## config.mk

```make
export PLATFORM = sky130hd
export DESIGN_NAME = sram_entropy_mapper
export DESIGN_NICKNAME = d
export VERILOG_FILES = /design/src/rtl/sem_pkg.sv /design/src/rtl/sem_addr_map.sv /design/src/rtl/sem_fold.sv /design/src/rtl/sem_pack.sv /design/src/rtl/sram_entropy_mapper.sv
export SDC_FILE = /design/constraint.sdc
export NUM_CORES = 1
export LEC_CHECK = 0
export ABC_CLOCK_PERIOD_IN_PS = 4000
export BUFFER_PORTS_ARGS = -buffer_cell sky130_fd_sc_hd__buf_2
export CORE_ASPECT_RATIO = 1.2
export CORE_MARGIN = 10
export CORE_UTILIZATION = 40
export CTS_BUF_LIST = sky130_fd_sc_hd__clkbuf_8
export DETAILED_ROUTE_END_ITERATION = 16
export SYNTH_ARGS = -nofsm -noshare
export SYNTH_HDL_FRONTEND = slang
export SYNTH_SLANG_ARGS = --single-unit
```

## constraint.sdc

```tcl
create_clock -name clk -period 4 [get_ports clk]
set_clock_uncertainty 0.05 [all_clocks]
set_input_delay 0 -clock clk [delete_from_list [all_inputs] [get_ports clk]]
set_output_delay 0 -clock clk [all_outputs]
set_load 0.005 [all_outputs]
```

## src/rtl/sem_pkg.sv

```systemverilog
package sem_pkg;

    typedef enum logic [1:0] {
        ST_IDLE   = 2'd0,
        ST_REJECT = 2'd1,
        ST_READ   = 2'd2,
        ST_DRAIN  = 2'd3
    } sem_state_t;

    typedef enum logic {
        MODE_PUF = 1'b0,
        MODE_RNG = 1'b1
    } sem_mode_t;

endpackage

```

## src/rtl/sem_addr_map.sv

```systemverilog
module sem_addr_map
    import sem_pkg::*;
#(
    parameter int ADDR_W    = 16,
    parameter int ARG_W     = 12,
    parameter int RNG_WORDS = 256,
    parameter int BLK_WORDS = 32,
    parameter int PUF_SLOTS = 2040
) (
    input  sem_mode_t          mode,
    input  logic [ARG_W-1:0]   arg,
    output logic [ADDR_W-1:0]  base,
    output logic               reject
);
    localparam int BLK_SH  = $clog2(BLK_WORDS);
    localparam int RNG_MAX = RNG_WORDS - BLK_WORDS;

    logic [ADDR_W-1:0] puf_base;
    logic [ADDR_W-1:0] rng_base;
    logic              puf_bad;
    logic              rng_bad;

    always_comb begin
        puf_base = (ADDR_W'(arg) << BLK_SH) + ADDR_W'(RNG_WORDS);
        rng_base = ADDR_W'(arg);
        puf_bad  = (int'(arg) >= PUF_SLOTS);
        rng_bad  = (int'(arg) > RNG_MAX);
    end

    always_comb begin
        if (mode == MODE_PUF) begin
            base   = puf_base;
            reject = puf_bad;
        end else begin
            base   = rng_base;
            reject = rng_bad;
        end
    end

endmodule

```

## src/rtl/sem_fold.sv

```systemverilog
module sem_fold #(
    parameter int WORD_W = 32
) (
    input  logic [WORD_W-1:0]   word,
    output logic [WORD_W/2-1:0] puf_chunk,
    output logic [7:0]          rng_byte
);
    localparam int NBYTES = WORD_W / 8;
    localparam int NPAIRS = NBYTES / 2;

    for (genvar p = 0; p < NPAIRS; p++) begin : g_pair
        assign puf_chunk[8*p +: 8] = word[16*p +: 8] ^ word[16*p + 8 +: 8];
    end

    always_comb begin
        rng_byte = '0;
        for (int b = 0; b < NBYTES; b++) begin
            rng_byte = rng_byte ^ word[8*b +: 8];
        end
    end

endmodule

```

## src/rtl/sem_pack.sv

```systemverilog
module sem_pack
    import sem_pkg::*;
#(
    parameter int CHUNK_W   = 16,
    parameter int PUF_OUT_W = 64,
    parameter int BLK_WORDS = 32,
    parameter int OUT_W     = 128
) (
    input  logic                         clk,
    input  logic                         rst_n,
    input  logic                         in_valid,
    input  sem_mode_t                    mode,
    input  logic [$clog2(BLK_WORDS)-1:0] rx_idx,
    input  logic [CHUNK_W-1:0]           puf_chunk,
    input  logic [7:0]                   rng_byte,
    input  logic                         out_ready,
    output logic                         out_valid,
    output logic [OUT_W-1:0]             out_data,
    output logic                         out_last
);
    localparam int IDX_W     = $clog2(BLK_WORDS);
    localparam int PER_WORD  = PUF_OUT_W / CHUNK_W;
    localparam int LANE_W    = $clog2(PER_WORD);

    logic [OUT_W-1:0]  acc;
    logic [OUT_W-1:0]  acc_next;
    logic [7:0]        part;
    logic [LANE_W-1:0] lane;
    logic [IDX_W-2:0]  byte_ix;
    logic              odd;
    logic              final_rx;
    logic              complete;

    always_comb begin
        lane     = rx_idx[LANE_W-1:0];
        byte_ix  = rx_idx[IDX_W-1:1];
        odd      = rx_idx[0];
        final_rx = (rx_idx == IDX_W'(BLK_WORDS - 1));
        if (mode == MODE_PUF) begin
            complete = (lane == LANE_W'(PER_WORD - 1));
        end else begin
            complete = final_rx;
        end
    end

    always_comb begin
        acc_next = acc;
        if (mode == MODE_PUF) begin
            acc_next[int'(lane)*CHUNK_W +: CHUNK_W] = puf_chunk;
        end else if (odd) begin
            acc_next[int'(byte_ix)*8 +: 8] = part ^ rng_byte;
        end
    end

    always_ff @(posedge clk or negedge rst_n) begin
        if (!rst_n) begin
            acc  <= '0;
            part <= '0;
        end else if (in_valid) begin
            if (mode == MODE_RNG && !odd) begin
                part <= rng_byte;
            end
            if (complete) begin
                acc <= '0;
            end else begin
                acc <= acc_next;
            end
        end
    end

    always_ff @(posedge clk or negedge rst_n) begin
        if (!rst_n) begin
            out_valid <= 1'b0;
            out_data  <= '0;
            out_last  <= 1'b0;
        end else if (in_valid && complete) begin
            out_valid <= 1'b1;
            out_data  <= acc_next;
            out_last  <= final_rx;
        end else if (out_valid && out_ready) begin
            out_valid <= 1'b0;
        end
    end


    no_overwrite_chk: assert property (@(posedge clk) disable iff (!rst_n)
        (in_valid && complete) |-> !(out_valid && !out_ready));


    puf_upper_zero_chk: assert property (@(posedge clk) disable iff (!rst_n)
        (in_valid && complete && mode == MODE_PUF) |=> (out_data[OUT_W-1:PUF_OUT_W] == '0));

endmodule

```

## src/rtl/sram_entropy_mapper.sv

```systemverilog
module sram_entropy_mapper
    import sem_pkg::*;
#(
    parameter int ADDR_W    = 16,
    parameter int WORD_W    = 32,
    parameter int ARG_W     = 12,
    parameter int RNG_WORDS = 256,
    parameter int BLK_WORDS = 32,
    parameter int PUF_SLOTS = 2040,
    parameter int PUF_OUT_W = 64,
    parameter int OUT_W     = (BLK_WORDS / 2) * 8
) (
    input  logic              clk,
    input  logic              rst_n,
    input  logic              req_valid,
    output logic              req_ready,
    input  logic              req_mode,
    input  logic [ARG_W-1:0]  req_arg,
    output logic              req_reject,
    output logic              busy,
    output logic              sram_re,
    output logic [ADDR_W-1:0] sram_addr,
    input  logic [WORD_W-1:0] sram_rdata,
    output logic              out_valid,
    input  logic              out_ready,
    output logic [OUT_W-1:0]  out_data,
    output logic              out_last
);
    localparam int IDX_W   = $clog2(BLK_WORDS);
    localparam int CHUNK_W = WORD_W / 2;

    sem_state_t        state_q, state_d;
    sem_mode_t         req_mode_e;
    sem_mode_t         mode_q;
    logic [ADDR_W-1:0] map_base;
    logic              map_reject;
    logic [ADDR_W-1:0] base_q;
    logic [IDX_W-1:0]  rd_cnt;
    logic [IDX_W-1:0]  rx_cnt;
    logic              rd_pend;
    logic              accept;
    logic              issue;
    logic              stalled;
    logic              last_rd;
    logic              last_out;
    logic [CHUNK_W-1:0] puf_chunk;
    logic [7:0]        rng_byte;

    assign req_mode_e = sem_mode_t'(req_mode);

    sem_addr_map #(
        .ADDR_W(ADDR_W), .ARG_W(ARG_W), .RNG_WORDS(RNG_WORDS),
        .BLK_WORDS(BLK_WORDS), .PUF_SLOTS(PUF_SLOTS)
    ) map_i (
        .mode(req_mode_e), .arg(req_arg), .base(map_base), .reject(map_reject)
    );

    sem_fold #(.WORD_W(WORD_W)) fold_i (
        .word(sram_rdata), .puf_chunk(puf_chunk), .rng_byte(rng_byte)
    );

    sem_pack #(
        .CHUNK_W(CHUNK_W), .PUF_OUT_W(PUF_OUT_W),
        .BLK_WORDS(BLK_WORDS), .OUT_W(OUT_W)
    ) pack_i (
        .clk(clk), .rst_n(rst_n), .in_valid(rd_pend), .mode(mode_q),
        .rx_idx(rx_cnt), .puf_chunk(puf_chunk), .rng_byte(rng_byte),
        .out_ready(out_ready), .out_valid(out_valid), .out_data(out_data),
        .out_last(out_last)
    );

    always_comb begin
        accept   = (state_q == ST_IDLE) && req_valid;
        stalled  = out_valid && !out_ready;
        issue    = (state_q == ST_READ) && !stalled;
        last_rd  = (rd_cnt == IDX_W'(BLK_WORDS - 1));
        last_out = out_valid && out_ready && out_last;
    end

    // state register
    always_ff @(posedge clk or negedge rst_n) begin
        if (!rst_n) begin
            state_q <= ST_IDLE;
        end else begin
            state_q <= state_d;
        end
    end

    // next state
    always_comb begin
        state_d = state_q;
        unique case (state_q)
            ST_IDLE: begin
                if (req_valid) begin
                    state_d = map_reject ? ST_REJECT : ST_READ;
                end
            end
            ST_REJECT: state_d = ST_IDLE;
            ST_READ: begin
                if (issue && last_rd) begin
                    state_d = ST_DRAIN;
                end
            end
            ST_DRAIN: begin
                if (last_out) begin
                    state_d = ST_IDLE;
                end
            end
            default: state_d = ST_IDLE;
        endcase
    end

    // state outputs
    always_comb begin
        req_ready  = 1'b0;
        req_reject = 1'b0;
        busy       = 1'b0;
        sram_re    = 1'b0;
        unique case (state_q)
            ST_IDLE:   req_ready  = 1'b1;
            ST_REJECT: req_reject = 1'b1;
            ST_READ: begin
                busy    = 1'b1;
                sram_re = issue;
            end
            ST_DRAIN:  busy = 1'b1;
            default: ;
        endcase
    end

    // request capture and read counters
    always_ff @(posedge clk or negedge rst_n) begin
        if (!rst_n) begin
            mode_q  <= MODE_PUF;
            base_q  <= '0;
            rd_cnt  <= '0;
            rx_cnt  <= '0;
            rd_pend <= 1'b0;
        end else begin
            rd_pend <= issue;
            if (accept) begin
                mode_q <= req_mode_e;
                base_q <= map_base;
                rd_cnt <= '0;
                rx_cnt <= '0;
            end else begin
                if (issue) begin
                    rd_cnt <= rd_cnt + 1'b1;
                end
                if (rd_pend) begin
                    rx_cnt <= rx_cnt + 1'b1;
                end
            end
        end
    end

    assign sram_addr = base_q + ADDR_W'(rd_cnt);


    rng_region_chk: assert property (@(posedge clk) disable iff (!rst_n)
        (sram_re && mode_q == MODE_RNG) |-> (int'(sram_addr) < RNG_WORDS));


    puf_region_chk: assert property (@(posedge clk) disable iff (!rst_n)
        (sram_re && mode_q == MODE_PUF) |-> (int'(sram_addr) >= RNG_WORDS));


    addr_step_chk: assert property (@(posedge clk) disable iff (!rst_n)
        (sram_re && $past(sram_re)) |-> (sram_addr == $past(sram_addr) + 1'b1));


    stall_chk: assert property (@(posedge clk) disable iff (!rst_n)
        (out_valid && !out_ready) |-> !sram_re);


    hold_chk: assert property (@(posedge clk) disable iff (!rst_n)
        (out_valid && !out_ready) |=> (out_valid && $stable(out_data)));


    reject_quiet_chk: assert property (@(posedge clk) disable iff (!rst_n)
        req_reject |-> (!busy && !sram_re && !out_valid));


    reject_pulse_chk: assert property (@(posedge clk) disable iff (!rst_n)
        req_reject |=> !req_reject);


    ready_busy_chk: assert property (@(posedge clk) disable iff (!rst_n)
        req_ready |-> !busy);

endmodule

```

## After elaboration in Yosys (flattened, before gate mapping)

Index checks and enable logic that the tools add are counted.

- Add/subtract/negate cells: 6
- Order comparisons: 2
- Equal/unequal tests: 9
- Shift-type cells: 4
- Mux-type cells: 23
- Bitwise operators: 5
- Reduce and logical (&&, ||, !) cells: 18

Operator list:

| operator | count |
|---|---|
| 128-bit two-way mux | 3 |
| 128-bit bitwise mux | 2 |
| 16-bit by 33-bit variable shift with 128-bit output, first input constant | 1 |
| 8-bit by 33-bit variable shift with 128-bit output, first input constant | 1 |
| 16-bit by 33-bit variable part select with 128-bit output | 1 |
| 8-bit by 33-bit variable part select with 128-bit output | 1 |
| 8-bit bitwise XOR | 5 |
| 6-bit negation with 33-bit output | 1 |
| 7-bit negation with 33-bit output | 1 |
| 5-bit two-way mux | 4 |
| 16-bit by 5-bit adder with 16-bit output | 1 |
| 16-bit by 9-bit adder with 16-bit output, second input constant | 1 |
| 16-bit two-way mux | 1 |
| 12-bit by 11-bit >= comparator with 1-bit output, second input constant | 1 |
| 12-bit by 8-bit greater-than comparator with 1-bit output, second input constant | 1 |
| 5-bit by 1-bit adder with 5-bit output, second input constant | 2 |
| 5-bit == test, second input constant | 2 |
| 1-bit logical AND | 8 |
| 1-bit two-way mux | 8 |
| 2-bit two-way mux | 4 |
| 2-bit one-hot mux with 4 select lines | 1 |
| 2-bit == test, second input constant | 3 |
| 2-bit nonzero test | 3 |
| 2-bit inequality test, second input constant | 2 |
| 7 further kinds | 9 |

- Register bits after elaboration: 296
- Bits of input ports: 49
- Output and inout bits: 150
- Logic and storage cells: 78

## Depth between registers and ports, before layout

- Depth in word-level cells: 9
- Mapped depth: 11
- Gate-level depth less buffers: 8

## Hierarchy

From an unflattened synthesis, not the netlist that was laid out.

- Cells, all modules: 1573
- Area total of the unflattened synthesis: 15427.3 sq um

By module, submodules not included:

| module | instances | cells an instance | area each (sq um) | sequential area each (sq um) |
|---|---|---|---|---|
| sem_pack | 1 | 1352 | 13222.7 | 6656.4 |
| sram_entropy_mapper | 1 | 151 | 1684.1 | 750.7 |
| sem_addr_map | 1 | 46 | 310.3 | 0.0 |
| sem_fold | 1 | 24 | 210.2 | 0.0 |

## Least setup slack after synthesis

No wires, ideal clock.

- Path type: reg-to-reg
- Start point: register rx_cnt[1]
- End point: register pack_i.acc[6]
- Setup time: 0.141 ns
- Arrival: 2.587 ns
- Required time: 3.809 ns
- Path slack: 1.222 ns
- Cell stages (with the launch flop): 11
- Path buffers: 3
- Period minus slack after synthesis: 2.778 ns
- Cell sequence: dfrtp_1 > buf_2 > inv_1 > ha_1 > buf_2 > or4b_4 > or4_4 > buf_6 > nand2_1 > a31o_2 > o22ai_2

- Cells in the longest elaborated chain, start to end: 6
- Elaborated cells between the ends (all ways): 14
- Classes of those cells: add/sub: 2; eq/ne: 2; shift: 4; mux: 6

Ends and longest elaborated chain:

| what | RTL line | text |
|---|---|---|
| start, declared | sram_entropy_mapper.sv:39 | `logic [IDX_W-1:0] rx_cnt;` |
| start signal, assigned | sram_entropy_mapper.sv:151 | `rx_cnt <= rx_cnt + 1'b1;` |
| 7-bit negation with 33-bit output | sem_pack.sv:51 | `acc_next[int'(byte_ix)*8 +: 8] = part ^ rng_byte;` |
| 8-bit by 33-bit variable part select with 128-bit output / 8-bit by 33-bit variable shift with 128-bit output (equally long branches) | sem_pack.sv:51 |  |
| 128-bit bitwise mux | sem_pack.sv:51 |  |
| 128-bit two-way mux | sem_pack.sv:50 | `end else if (odd) begin` |
| 128-bit two-way mux | sem_pack.sv:48 | `if (mode == MODE_PUF) begin` |
| 128-bit two-way mux (*) | sem_pack.sv:63 | `if (complete) begin` |
| end signal, assigned | sem_pack.sv:66 | `acc <= acc_next;` |
| end, declared | sem_pack.sv:25 | `logic [OUT_W-1:0] acc;` |

Every way passes the cells marked *; elsewhere a longest branch is shown, timed or not.
A chain may end at the register's enable or synchronous reset.

## Final worst setup path

- Start point: register rx_cnt[0]
- End point: register pack_i.out_data[57]

- Elaborated cells between the ends (all ways): 10
- Classes of those cells: add/sub: 1; eq/ne: 2; shift: 2; mux: 4; reduce/logical: 1

RTL lines:

| what | RTL line | text |
|---|---|---|
| 5-bit == test | sem_pack.sv:38 | `final_rx = (rx_idx == IDX_W'(BLK_WORDS - 1));` |
| via pack_i.final_rx | sem_pack.sv:31 | `logic final_rx;` |
| 1-bit two-way mux | sem_pack.sv:39 | `if (mode == MODE_PUF) begin` |
| 1-bit logical AND | sem_pack.sv:76 | `end else if (in_valid && complete) begin` |
| end signal, assigned | sem_pack.sv:78 | `out_data <= acc_next;` |
| end, declared | sem_pack.sv:18 | `output logic [OUT_W-1:0] out_data,` |

The timed path passes the listed nets, and every way through them passes these cells.

==> flow_metrics.py <==
metrics = {
    "run_status": {
        "run_status": "finished, final reports clean",
    },
    "synthesis": {
        "synth_edf_count": 0,
        "yosysTopAreaCellShare_pct": 45.51,
        "syn_nets": 1788,
        "synth.distinct_cells": 93,
        "synth_common_cells": "296 x dfrtp_1, 212 x nand2_1, 173 x nor2_1",
        "ys_ff_latch": 296,
        "syn-cell-area_um2": 16270,
        "ys_dominant_reg_cell": "dfrtp_1",
        "synthTopCellsByArea": "dfrtp_1 46%, nand2_1 4.9%, nor2_1 4.0%",
        "synth.most_common_cell": "dfrtp_1",
        "ys_seq_area_share_pct": 45.51,
        "synth_top_area_cell": "dfrtp_1",
        "syn_inst": 1718,
        "avgSynthCellArea_um2": 9.473,
        "async_flop_share_pct": 100.0,
        "yosysWarnings": 0,
    },
    "die": {
        "coreArea_um2": 40040,
        "dieArea_um2": 49190,
        "die_h_um": 241.0,
        "num_rows": 80,
        "die_x_um": 204.1,
        "ios": 199,
        "initial_core_util_pct": 40.65,
    },
    "drt": {
        "wl_um": 64560,
        "routed_via_density": 6.072,
        "drcViolationCount": 0,
        "antenna_left": 0,
        "vias": 15604,
        "routedWlPerCell_um": 25.12,
        "drtIter0Drc": 1459,
        "dr.pass1.iters": 5,
    },
    "clock_tree": {
        "clock-sinks": 296,
        "tritoncts": "done",
        "htreeDepth": 2,
        "cts_inserted_buffers": 51,
        "cts-root-buf": "clkbuf_8",
        "clkLatencyLatePin_ns": 0.65,
        "clk_pin_slew_ns": 0.06,
        "cts-resized-gates": 0,
        "cts_max_path_buffers": 3,
    },
    "placement": {
        "io_buffers": 198,
        "hpwl_um": 45160,
        "gp_congestion": 0.9640,
    },
    "timing": {
        "timing.final.crit_share_pct": 91.36,
        "tightest_slew_ns": 1.091,
        "fmax_mhz": 273.6,
        "timing.final.crit_period_ns": 3.654,
        "holdWs_ns": 0.04078,
        "relSlewSlack_pct": 27.00,
        "tns_ns": 0,
        "rsz0062_at_grt": "no",
        "slew_viol_final": 0,
        "hold_viol_final": 0,
        "setup_violations": 0,
    },
    "job": {
        "maxCapViolations": 0,
    },
    "grt": {
        "grt_pass1_wl_um": 96760,
        "antenna_found_initial": 1,
        "track_usage_pct": 25.58,
        "grt_pass1_vias": 15499,
        "grt_start_max_net_pins": 137,
        "grt.overflow.total": 0,
    },
    "critical_path": {
        "required_ns": 4.52,
        "cp_max_fo": 17,
        "critical_path_class": "reg2reg",
        "cp-end-kind": "flip-flop",
        "crit_arrival_ns": 4.18,
        "cp-start-kind": "flip-flop",
    },
    "finish": {
        "area_growth_pct": 21.81,
        "seq_area_um2": 7408,
        "multi_input_area_um2": 8227,
        "fin_util_pct": 49.51,
        "drive_above_1_share_pct": 19.06,
        "filler_cell_count": 3822,
        "nets": 2069,
    },
    "power_and_ir_drop": {
        "power_leakage_nw": 8.930,
        "peakVddDrop_v": 0.0003289,
        "powerDensity_nw_per_um2": 653.9,
    },
    "min_path": {
        "hold_path.class": "in2reg",
    },
}
[cells by family (layout without fill, tap and decap cells)]
kind of cell    count (synthesis)  after routing  share of synthesized area, %
compound gates                558            558                         24.19
xor+xnor                       75             75                         5.897
fa+ha+maj                      21             21                         1.661
buf+inv                       159            477                         4.028
flops                         296            296                         45.51
mux                            48             48                         2.952
other cells                     0              1                             0
simple gates                  561            561                         15.75
[layout by cell type, fill, tap and decap left out, drive strengths merged, types with 24 or more instances in the layout]
cell type,synthesis,routed
a22o,24,24
xnor2,32,32
nor3,41,41
xor2,27,27
o2bb2ai,42,42
a221oi,43,43
clkbuf,71,62
dlygate4sd3,0,73
a21oi,70,70
o21ai,138,138
nor2,175,175
nand2,212,212
mux2i,48,48
inv,48,66
nand3,45,45
a22oi,44,44
buf,39,265
dfrtp,296,296
o22ai,35,35
[through the flow]
| step | instances | total power [W] | worst slack, ns | cell area [um2] |
|---|---|---|---|---|
| 2_1_floorplan | 1718 | 0.007480 | 1.222 | 16270 |
| 3_3_place_gp | 2405 | 0.009828 | 0.4436 | 18020 |
| 3_5_place_dp | 2405 | 0.009926 | 0.4596 | 18020 |
| 4_1_cts | 2569 | 0.01292 | 0.4729 | 19820 |
| 5_1_grt | 2570 | 0.01362 | 0.2199 | 19820 |
| 6_report | 2570 | 0.01296 | 0.3456 | 19820 |
[worst max-delay path, stage by stage (launching register included)]
cell      delay, ns
dfrtp_1        0.57
ha_1           0.43
and3_1         0.22
ha_1           0.38
mux2i_1        0.25
nand2b_4       0.32
nor2_1         0.81
nand3_1        0.31
o211ai_1       0.24
[where the power goes]
part,internal [W],total [W],switching [W]
registers,0.00374,0.00432,0.000574
clock network,0.00154,0.00289,0.00135
logic,0.00207,0.00576,0.00369
total,0.00735,0.0130,0.00561
[layout make-up]
cell class                 instances  share of cell area (%)
inverter                          49                  0.9278
sequential                       296                   37.37
timing repair buffer             338                   11.56
clock buffer                      62                   4.304
multi-input combinational       1263                   41.50
antenna                            1                 0.01262
clock inverter                    28                  0.9594
tap                              533                   3.364
[per-layer routing]
layer | routed length (um) | vias to the layer above | global-route usage (%)
met5 | 0 | - | 0
met4 | 3361 | 0 | 14.00
met3 | 5457 | 168 | 5.742
met2 | 30080 | 759 | 40.99
met1 | 25660 | 7747 | 31.50
li1 | - | 6930 | -
[worst paths after layout]
check	from	endpoint	slack (ns)	cells after the start
max	rx_cnt[0]$_DFFE_PN0P_	pack_i.out_data[57]$_DFFE_PN0P_	0.35	8
min	sram_rdata[23]	pack_i.acc[79]$_DFFE_PN0P_	0.04	6
max reg2reg	rx_cnt[0]$_DFFE_PN0P_	pack_i.out_data[57]$_DFFE_PN0P_	0.35	8
min reg2reg	pack_i.out_data[120]$_DFFE_PN0P_	pack_i.out_data[120]$_DFFE_PN0P_	0.43	2
max in group asynchronous	rst_n	pack_i.out_data[67]$_DFFE_PN0P_	2.65	4
min in group asynchronous	rst_n	pack_i.out_data[68]$_DFFE_PN0P_	0.33	3
[sequential cells by signal, summed over array words and instances (netlist names)]
signal            flops
pack_i.part           8
pack_i.out_data     128
rd_cnt                5
rd_pend               1
pack_i.out_last       1
mode_q                1
pack_i.out_valid      1
rx_cnt                5
pack_i.acc          128
state_q               2
base_q               16
[repair_timing]
action | CTS | global route
buffers inserted | 0 | 0
endpoints found under the hold margin | 177 | 0
hold buffers | 74 | 0
Note: power is estimated with default switching activity, not from simulation.
